$ cat config.mk
export PLATFORM = sky130hd
export DESIGN_NAME = risc_mc_core
export DESIGN_NICKNAME = d
export VERILOG_FILES = /design/src/rtl/risc_pkg.sv /design/src/rtl/risc_regfile.sv /design/src/rtl/risc_alu.sv /design/src/rtl/risc_seq.sv /design/src/rtl/risc_mc_core.sv
export SDC_FILE = /design/constraint.sdc
export NUM_CORES = 1
export LEC_CHECK = 0
export BUFFER_PORTS_ARGS = -buffer_cell sky130_fd_sc_hd__buf_2
export CORE_AREA = 2 2 158 160
export DETAILED_ROUTE_END_ITERATION = 10
export DIE_AREA = 0 0 160 162
export GPL_TIMING_DRIVEN = 0
export PLACE_DENSITY = 0.73
export SLEW_MARGIN = 20
export SYNTH_ARGS = -nofsm -noshare
export SYNTH_HDL_FRONTEND = slang
export SYNTH_SLANG_ARGS = --single-unit
$ cat constraint.sdc
create_clock -name clk -period 5.6 [get_ports clk]
set_input_delay 0.56 -clock clk [delete_from_list [all_inputs] [get_ports clk]]
set_output_delay 0.56 -clock clk [all_outputs]
set_load 0.02 [all_outputs]
$ cat src/rtl/risc_pkg.sv
// Package: shared sequencer state type and instruction constants.
// Assumes a 4-bit opcode field; field positions are fixed by the encoding.
package risc_pkg;
    typedef enum logic [2:0] {
        ST_FETCH0 = 3'd0,
        ST_FETCH1 = 3'd1,
        ST_FETCH2 = 3'd2,
        ST_EXEC0  = 3'd3,
        ST_EXEC1  = 3'd4,
        ST_EXEC2  = 3'd5,
        ST_HALT   = 3'd6
    } seq_state_t;

    localparam logic [3:0] OPC_ADD  = 4'd0;
    localparam logic [3:0] OPC_NAND = 4'd1;
    localparam logic [3:0] OPC_HALT = 4'd15;

    localparam int REG_ZERO = 0;
    localparam int REG_PC   = 1;
    localparam int REG_STEP = 2;
endpackage

$ cat src/rtl/risc_regfile.sv
// Single-ported register file: one asynchronous read and one synchronous
// write share a single address. Entry 0 is hardwired to zero, and writes
// to it are dropped. Reset loads STEP_VAL into the step entry and clears
// all other entries.
module risc_regfile #(
    parameter int DATA_W   = 16,
    parameter int DEPTH    = 16,
    parameter int STEP_IDX = 2,
    parameter int STEP_VAL = 2,
    localparam int AW      = $clog2(DEPTH)
) (
    input  logic              clk,
    input  logic              rst_n,
    input  logic [AW-1:0]     addr,
    input  logic              we,
    input  logic [DATA_W-1:0] wdata,
    output logic [DATA_W-1:0] rdata
);
    logic [DATA_W-1:0] cells [DEPTH];

    // Storage update: reset values, otherwise one write per cycle.
    always_ff @(posedge clk) begin
        if (!rst_n) begin
            for (int i = 0; i < DEPTH; i++) begin
                cells[i] <= (i == STEP_IDX) ? DATA_W'(STEP_VAL) : '0;
            end
        end else if (we && addr != '0) begin
            cells[addr] <= wdata;
        end
    end

    // Read path: entry 0 always returns zero.
    always_comb begin
        rdata = (addr == '0) ? '0 : cells[addr];
    end
endmodule

$ cat src/rtl/risc_alu.sv
// Two-function ALU: add or nand. Assumes both operands have the same width
// and that the add wraps modulo 2^DATA_W.
module risc_alu #(
    parameter int DATA_W = 16
) (
    input  logic              do_nand,
    input  logic [DATA_W-1:0] opa,
    input  logic [DATA_W-1:0] opb,
    output logic [DATA_W-1:0] res
);
    // Function select.
    always_comb begin
        res = do_nand ? ~(opa & opb) : (opa + opb);
    end
endmodule

$ cat src/rtl/risc_seq.sv
// Control sequencer: runs three fetch steps and then three execute steps.
// The halt opcode is decoded in the first execute step, and the halt state
// is terminal until reset.
module risc_seq
    import risc_pkg::*;
(
    input  logic       clk,
    input  logic       rst_n,
    input  logic [3:0] opcode,
    output seq_state_t state
);
    seq_state_t state_nx;

    // Next-state selection.
    always_comb begin
        unique case (state)
            ST_FETCH0: state_nx = ST_FETCH1;
            ST_FETCH1: state_nx = ST_FETCH2;
            ST_FETCH2: state_nx = ST_EXEC0;
            ST_EXEC0:  state_nx = (opcode == OPC_HALT) ? ST_HALT : ST_EXEC1;
            ST_EXEC1:  state_nx = ST_EXEC2;
            ST_EXEC2:  state_nx = ST_FETCH0;
            ST_HALT:   state_nx = ST_HALT;
            default:   state_nx = ST_FETCH0;
        endcase
    end

    // State register with synchronous reset.
    always_ff @(posedge clk) begin
        if (!rst_n) state <= ST_FETCH0;
        else        state <= state_nx;
    end
endmodule

$ cat src/rtl/risc_mc_core.sv
// Multicycle datapath top. All register traffic goes over one bus fed by
// the single register-file port. The ALU combines that bus with the temp
// register. Assumes instruction memory returns data one cycle after the
// address is presented.
module risc_mc_core
    import risc_pkg::*;
#(
    parameter int DATA_W = 16,
    parameter int NREGS  = 16,
    localparam int AW    = $clog2(NREGS)
) (
    input  logic              clk,
    input  logic              rst_n,
    output logic [DATA_W-1:0] mem_addr,
    input  logic [DATA_W-1:0] mem_rdata,
    output logic              halted,
    input  logic [AW-1:0]     dbg_sel,
    output logic [DATA_W-1:0] dbg_data
);
    seq_state_t        state;
    logic [DATA_W-1:0] t_q, mar_q, ir_q;
    logic [DATA_W-1:0] bus, alu_y, port_wdata;
    logic [AW-1:0]     port_addr;
    logic              port_we, use_nand;
    logic [3:0]        opcode;
    logic [AW-1:0]     fld_rd, fld_ra, fld_rb;

    assign opcode = ir_q[15:12];
    assign fld_rd = ir_q[8 +: AW];
    assign fld_ra = ir_q[4 +: AW];
    assign fld_rb = ir_q[0 +: AW];

    risc_seq u_seq (
        .clk    (clk),
        .rst_n  (rst_n),
        .opcode (opcode),
        .state  (state)
    );

    // Port steering: choose which register drives the bus this cycle.
    always_comb begin
        port_addr = '0;
        port_we   = 1'b0;
        unique case (state)
            ST_FETCH0: port_addr = AW'(REG_STEP);
            ST_FETCH1: begin port_addr = AW'(REG_PC); port_we = 1'b1; end
            ST_EXEC0:  port_addr = fld_ra;
            ST_EXEC1:  port_addr = fld_rb;
            ST_EXEC2:  begin port_addr = fld_rd; port_we = 1'b1; end
            ST_HALT:   port_addr = dbg_sel;
            default:   port_addr = '0;
        endcase
    end

    assign port_wdata = (state == ST_EXEC2) ? t_q : alu_y;
    assign use_nand   = (state == ST_EXEC1) && (opcode == OPC_NAND);

    risc_regfile #(
        .DATA_W   (DATA_W),
        .DEPTH    (NREGS),
        .STEP_IDX (REG_STEP),
        .STEP_VAL (2)
    ) u_rf (
        .clk   (clk),
        .rst_n (rst_n),
        .addr  (port_addr),
        .we    (port_we),
        .wdata (port_wdata),
        .rdata (bus)
    );

    risc_alu #(.DATA_W(DATA_W)) u_alu (
        .do_nand (use_nand),
        .opa     (bus),
        .opb     (t_q),
        .res     (alu_y)
    );

    // Datapath registers: temp, memory address and instruction.
    always_ff @(posedge clk) begin
        if (!rst_n) begin
            t_q   <= '0;
            mar_q <= '0;
            ir_q  <= '0;
        end else begin
            unique case (state)
                ST_FETCH0: t_q   <= bus;
                ST_FETCH1: mar_q <= alu_y;
                ST_FETCH2: ir_q  <= mem_rdata;
                ST_EXEC0:  t_q   <= bus;
                ST_EXEC1:  t_q   <= alu_y;
                default:   ;
            endcase
        end
    end

    // Address output: the new PC goes out in the same cycle it is formed.
    assign mem_addr = (state == ST_FETCH1) ? alu_y : mar_q;

    assign halted   = (state == ST_HALT);
    assign dbg_data = halted ? bus : '0;
endmodule

==> summary.md, run 1 <==
| Metric | Value |
|---|---|
| Status | finished, violations left |
| Failing checks | setup timing |
| Pin count of the biggest net entering global routing | 17 |
| Most frequent cells in the layout | edfxtp_1, nor2_1, nand2_1, a21oi_1, buf_4 |
| Placed Cells | 1704 |
| Synth Flop Type | edfxtp_1 |
| Max Clk Rate | 165 MHz |
| CP dominant cell by count | buf_4 |
| CTS tree | yes |
| Total die area | 25900 um2 |
| CP top delay family | compound AO/OA/AOI/OAI gates |
| Worst slew pin tran | 1020 ps |
| Finished Layout Cells | 1823 |
| DIE HEIGHT | 162 um |
| Yosys warnings | 0 |
| Final min period | 6060 ps |
| Area Overhead vs Synth | 21.3% |
| Core area | 24100 um2 |
| Post-synth EDFFs | 241 |
| Unrepaired setup endpoints after global routing | yes |
| Antenna viol nets, final | 0 |
| Syn nets | 1363 |
| Worst hold endpoint | ir_q[1] |
| Simple-gate portion of the synthesized area | 0.189 |
| Worst r2r src | u_seq.state[2] |
| Leakage | 0.00647 uW |
| Ant diodes | 0 |
| R2R setup slack | 150 ps |
| Initial antenna violation count | 0 |
| DRC | 0 |
| Pins Over Slew Limit | 0 |
| Via/cell ratio | 6.41 |
| Post-Syn Area | 14300 um2 |
| Die X | 160 um |
| Sequential area share after synthesis | 0.576 |
| VDD IR-drop max | 0.326 mV |
| Largest fanout on the critical path | 6 |
| Fin worst setup slack | -464 ps |
| Slowest stage delay, CP | 380 ps |
| Hold path cells | 3 |
| Sink Count | 292 |
| Num CTS Buffers | 30 |
| Critical path class | flip-flop to primary output |
| Tightest Hold Check Type | primary input to flip-flop |
| Commonest non-fill, non-tap cell in the layout | edfxtp_1 |
| Adder-Cell Fraction of Synth Area | 0.0139 |
| Post-synthesis mux area share | 0.0590 |
| First-pass GRT wire length | 67000 um |
| Rows | 57 |
| Dpl hpwl | 30100 um |
| Slew margin rel. | 0.315 |
| Clk_skew | 19.1 ps |
| Crit-path cells | buf_6 > and4bb_4 > a211oi_4 > nand2_4 > buf_4 > buf_4 > mux4_2 > nand2_1 > a311oi_2 > ha_1 > a21oi_2 > nand2b_1 > a211oi_4 > o31ai_2 > a41oi_4 > buf_4 > o31ai_4 > or3_4 > nand3_2 > nand2_2 > buf_6 |
| Worst-Skew Late Latency | 580 ps |
| Vias in the first global route | 11400 |
| Starting Density | 0.595 |
| Pre-antenna DRT Iters | 5 |
| Synth unique cells | 93 |
| Longest Clk Path Bufs | 3 |
| Worst r2r dst | u_rf.cells[12][6] |
| Hold path start | mem_rdata[1] |
| Avg Inst Size Synth | 10.8 um2 |
| H-tree levels | 1 |
| Setup violations, final | 10 |
| Hold WS | 211 ps |
| Drt wl/cell | 24.1 um |
| Total Routing Usage GR | 0.340 |
| Req. time, crit path | 5040 ps |
| Async SR Flop Fraction | 0 |
| Worst path slowest cell | mux4_2 |
| FF/Latch Area | 8260 um2 |
| FILL cells | 1748 |
| Root Buffer | clkbuf_16 |
| Gr ovfl total | 0 |
| Final period util | 1.08 |
| Worst reg2reg path depth | 25 |
| Flops & latches, synth | 292 |
| Area of the multi-input gates | 6090 um2 |
| Layout cell share with drive strength beyond 1 | 0.244 |
| Layout Nets | 1512 |
| PD cells | 348 nW/um2 |
| CP endpoint kind | primary output |
| Critical Path AT | 5500 ps |
| Hold buffers post-CTS | 0 |
| Routed WL | 43900 um |
| Crit path buffers/inverters | 5 |
| Max-cap violations | 0 |
| CTS clk-pin slew, worst paths | 70 ps |
| IO buf count | 54 |
| Overall Power | 6050 uW |
| RD Place Congestion | 0.919 |
| Main combinational cell family by area after synthesis | simple AND/OR/NAND/NOR gates |
| Post-synthesis xor/xnor area fraction | 0.00724 |
| Crit start category | flip-flop |
| Via count | 11700 |
| # IOs | 55 |
| Hold Fails Final Rpt | 0 |
| Initial drt markers | 1355 |
| Synth Instances | 1326 |
| Setup_tns | -2840 ps |
| Synth Area in Compound Gates | 0.122 |
[worst min-delay path, delay by kind of cell]
family	cells	cell delay (ps)
buf+inv	1	90
compound gates	1	50
simple gates	1	40
[layer usage]
metal / vias up / track usage / part of all wire
met5: - / 0 / 0
met4: 0 / 0.145 / 0.043
met3: 129 / 0.0615 / 0.10
met2: 749 / 0.557 / 0.47
met1: 5696 / 0.453 / 0.38
li1: 5106 / - / -
[stage by stage]
step | setup slack (ps) | utilization | area (um2)
floorplan | 118 | - | 14300
global placement | -1460 | 0.623 | 15000
detailed placement | -1510 | 0.623 | 15000
CTS | -332 | 0.714 | 17200
global route | -551 | 0.721 | 17400
finish | -464 | 0.721 | 17400
[cell families after synthesis]
family | after synthesis
buffers and inverters | 106
AOI/OAI and AO/OA | 238
DFF | 292
muxes | 45
other | 1
adders and majority gates | 16
xor gates and xnor gates | 11
and+or+nand+nor | 617
[registers in the layout, summed over array words and instances, names as in the netlist]
signal,count
mar_q,16
ir_q,16
u_seq.state,3
u_rf.cells,241
t_q,16
[cell usage after synthesis, types with 10 or more instances]
cell type	number	area [um2]
a211oi_1	20	150
a21oi_1	83	415
a21oi_2	10	87.6
a311oi_1	16	140
and2_1	27	169
clkbuf_1	69	259
dfxtp_1	51	1020
edfxtp_1	241	7240
ha_1	15	188
inv_1	13	48.8
mux4_2	27	608
nand2_1	231	867
nand3_1	51	255
nor2_1	230	863
nor2_2	12	75.1
nor3_1	28	140
o211ai_1	10	75.1
o21ai_0	22	110
o21ai_1	11	55.1
[worst max-delay path by stage]
stage | depth (start not counted) | endpoint | startpoint | slack [ps]
5_1_grt | 23 | mem_addr[13] | u_seq.state[2] | -550
2_1_floorplan | 22 | mem_addr[14] | u_seq.state[2] | 120
3_3_place_gp | 25 | mem_addr[15] | u_seq.state[0] | -1460
6_report | 21 | mem_addr[13] | u_seq.state[2] | -460
3_5_place_dp | 20 | mem_addr[14] | dbg_sel[0] | -1510
4_1_cts | 24 | mem_addr[15] | u_seq.state[2] | -330
[final cells by class]
cell class / count / share of cell area
sequential: 292 / 0.475
clock buffer: 37 / 0.0458
multi-input combinational: 928 / 0.350
tap: 324 / 0.0233
inverter: 13 / 0.00302
buffer: 91 / 0.0332
timing repair buffer: 119 / 0.0485
clock inverter: 19 / 0.0205
[report_power, final]
group / leakage [uW] / switching (uW) / internal (uW)
logic: 0.00301 / 786 / 458
clock network: 0.000554 / 882 / 1430
registers: 0.00290 / 41.2 / 2440
total: 0.00647 / 1710 / 4340
[timing repair]
item / in CTS / in global routing
gates resized for setup: 147 / 34
endpoints found under the setup margin: 170 / 22
pin swaps: 36 / 19
gates cloned: 3 / 0
buffers inserted: 52 / 10
Note: power is estimated with default switching activity, not from simulation.
==> inputs of run 2 (changes only) <==
Settings changed: ABC_AREA from default to 1, CORE_AREA 2 2 158 160 to 2 2 157 159, DIE_AREA 0 0 160 162 to 0 0 159 161.
Clock period 5.6 ns to 6.63 ns, I/O delays scaled along.
==> summary.md, run 2 <==
| Metric | Value |
|---|---|
| Status | finished clean |
| CTS clk-pin slew, worst paths | 60 ps |
| Reg with most FFs | u_rf.cells |
| Layout cell share with drive strength beyond 1 | 0.163 |
| Initial antenna violation count | 0 |
| Largest fanout on the critical path | 10 |
| Setup_tns | 0 ps |
| Vias in the first global route | 10700 |
| Starting Density | 0.591 |
| Avg Inst Size Synth | 9.68 um2 |
| Core area | 24000 um2 |
| Total Routing Usage GR | 0.309 |
| Synth top area share | 0.516 |
| Worst r2r src | u_seq.state[1] |
| Critical Path AT | 5670 ps |
| FF/Latch Area | 8320 um2 |
| DIE HEIGHT | 161 um |
| Final Cell Area | 15800 um2 |
| H-tree levels | 1 |
| Post-synth EDFFs | 243 |
| RD Place Congestion | 0.921 |
| Max Clk Rate | 158 MHz |
| Max-cap violations | 0 |
| Slowest stage delay, CP | 590 ps |
| DRC | 0 |
| Worst reg2reg path depth | 24 |
| CTS tree | yes |
| Yosys top cell by area | edfxtp_1 |
| Worst hold endpoint | ir_q[0] |
| Via/cell ratio | 5.88 |
| Worst r2r dst | u_rf.cells[12][6] |
| Hold path cells | 3 |
| Hold path start | mem_rdata[0] |
| Tightest Hold Check Type | primary input to flip-flop |
| Unrepaired setup endpoints after global routing | no |
| Clk_skew | 25.8 ps |
| Root Buffer | clkbuf_16 |
| Placed Cells | 1843 |
| Total die area | 25600 um2 |
| Leakage | 0.00624 uW |
| Post-Syn Area | 14200 um2 |
| Die X | 159 um |
| CP dominant cell by count | nand2_1 |
| Final period util | 0.954 |
| CP endpoint kind | primary output |
| Via count | 11200 |
| Hold buffers post-CTS | 0 |
| Pins Over Slew Limit | 0 |
| Worst-Skew Late Latency | 580 ps |
| List of most frequent post-synthesis cells | nor2_1, nand2_1, edfxtp_1 |
| Hold Fails Final Rpt | 0 |
| Num CTS Buffers | 30 |
| Pin count of the biggest net entering global routing | 17 |
| # IOs | 55 |
| Area of the multi-input gates | 4960 um2 |
| Sink Count | 294 |
| Dpl hpwl | 28700 um |
| Async SR Flop Fraction | 0 |
| Crit start category | flip-flop |
| Slew margin rel. | 0.253 |
| Overall Power | 5010 uW |
| Pre-antenna DRT Iters | 6 |
| Max FFs per register | 243 |
| Most frequent cells in the layout | nand2_1, nor2_1, edfxtp_1, inv_1, o21ai_0 |
| First-pass GRT wire length | 60900 um |
| IO buf count | 54 |
| Dpl cell area | 14800 um2 |
| Flops & latches, synth | 294 |
| Antenna viol nets, final | 0 |
| Commonest non-fill, non-tap cell in the layout | nand2_1 |
| Critical path class | flip-flop to primary output |
| Setup violations, final | 0 |
| Layout Nets | 1588 |
| Gr ovfl total | 0 |
| Initial drt markers | 1352 |
| Worst path slowest cell | clkbuf_1 |
| Routed WL | 39800 um |
| Sequential area share after synthesis | 0.588 |
| Yosys warnings | 0 |
| Synth top area cells | edfxtp_1, dfxtp_1, nor2_1, nand2_1, o22ai_1 |
| Finished Layout Cells | 1898 |
| Util after Layout | 0.659 |
| Synth Instances | 1463 |
| Ant diodes | 0 |
| Setup bufs post-CTS | 0 |
| Rows | 57 |
| Longest Clk Path Bufs | 3 |
| Post_cts resized | 1 |
| R2R setup slack | 990 ps |
| Synth Flop Type | edfxtp_1 |
| Worst slew pin tran | 1110 ps |
| VDD IR-drop max | 0.220 mV |
| Final min period | 6330 ps |
| FILL cells | 2024 |
| Count leader, synth | nor2_1 |
| PD cells | 317 nW/um2 |
| Drt wl/cell | 21.0 um |
| Synth unique cells | 49 |
| Worst setup startpoint | u_seq.state[1] |
| Area Overhead vs Synth | 11.6% |
| Req. time, crit path | 5970 ps |
-- run 2: changes by cell type after synthesis, sizes merged, moves of 21 or more --
cell	delta
o21ai	+83
mux4	-30
a211oi	-21
clkbuf	-21
nand2	+36
inv	+94
nor2	+45
o22ai	+87
nor3	-22
-- run 2: stage by stage --
stage | setup WS, ps | hold slack (ps)
final | 302 | 379
after global routing | 1.35 | 394
after CTS | 85.4 | 378
after detailed placement | 406 | 438
after global placement | 482 | 436
after floorplan | 1780 | 424
-- run 2: cell families after synthesis --
group,Yosys count,synth area share
and+or+nand+nor,632,0.198
buffers and inverters,199,0.0640
xor gates and xnor gates,9,0.00557
DFF,294,0.588
other,1,0.000265
adders and majority gates,15,0.0133
AOI/OAI and AO/OA,313,0.132
-- run 2: power by group --
| part | internal, uW | switching [uW] | leakage (uW) | total (uW) |
|---|---|---|---|---|
| clock | 892 | 716 | 0.000459 | 1610 |
| sequential | 2090 | 38.7 | 0.00292 | 2130 |
| combinational | 357 | 916 | 0.00286 | 1270 |
| total | 3340 | 1670 | 0.00624 | 5010 |
-- run 2: cell type report --
class / instances / share of cell area
flip-flops and latches: 294 / 0.526
plain buffers: 89 / 0.0317
well taps: 324 / 0.0257
inverters: 110 / 0.0265
clock inverters: 12 / 0.00507
repair buffers: 54 / 0.0171
multi-input cells: 972 / 0.314
clock buffers: 43 / 0.0539
-- run 2: worst max path at each step --
stage                              end  depth (start not counted)
after floorplan            mem_addr[7]                         27
after global placement    mem_addr[12]                         28
after detailed placement   mem_addr[8]                         25
after CTS                  mem_addr[8]                         27
after global routing      mem_addr[11]                         30
final                     mem_addr[15]                         32
-- run 2: critical path: cells and delay by family, from the launching register on --
kind	cells	cell delay [ps]
compound gates	6	1140
fa+ha+maj	1	270
buf+inv	8	1600
flops	1	420
simple gates	17	1650
-- run 2: routing by layer --
layer  global-route usage  share of wire  vias to the layer above  wire [um]
li1                     -              -                     5211          -
met1                0.411           0.39                     5300      15700
met2                0.527           0.48                      557      19100
met3               0.0501          0.093                       96       3700
met4               0.0971          0.032                        0       1280
met5                    0              0                        -          0
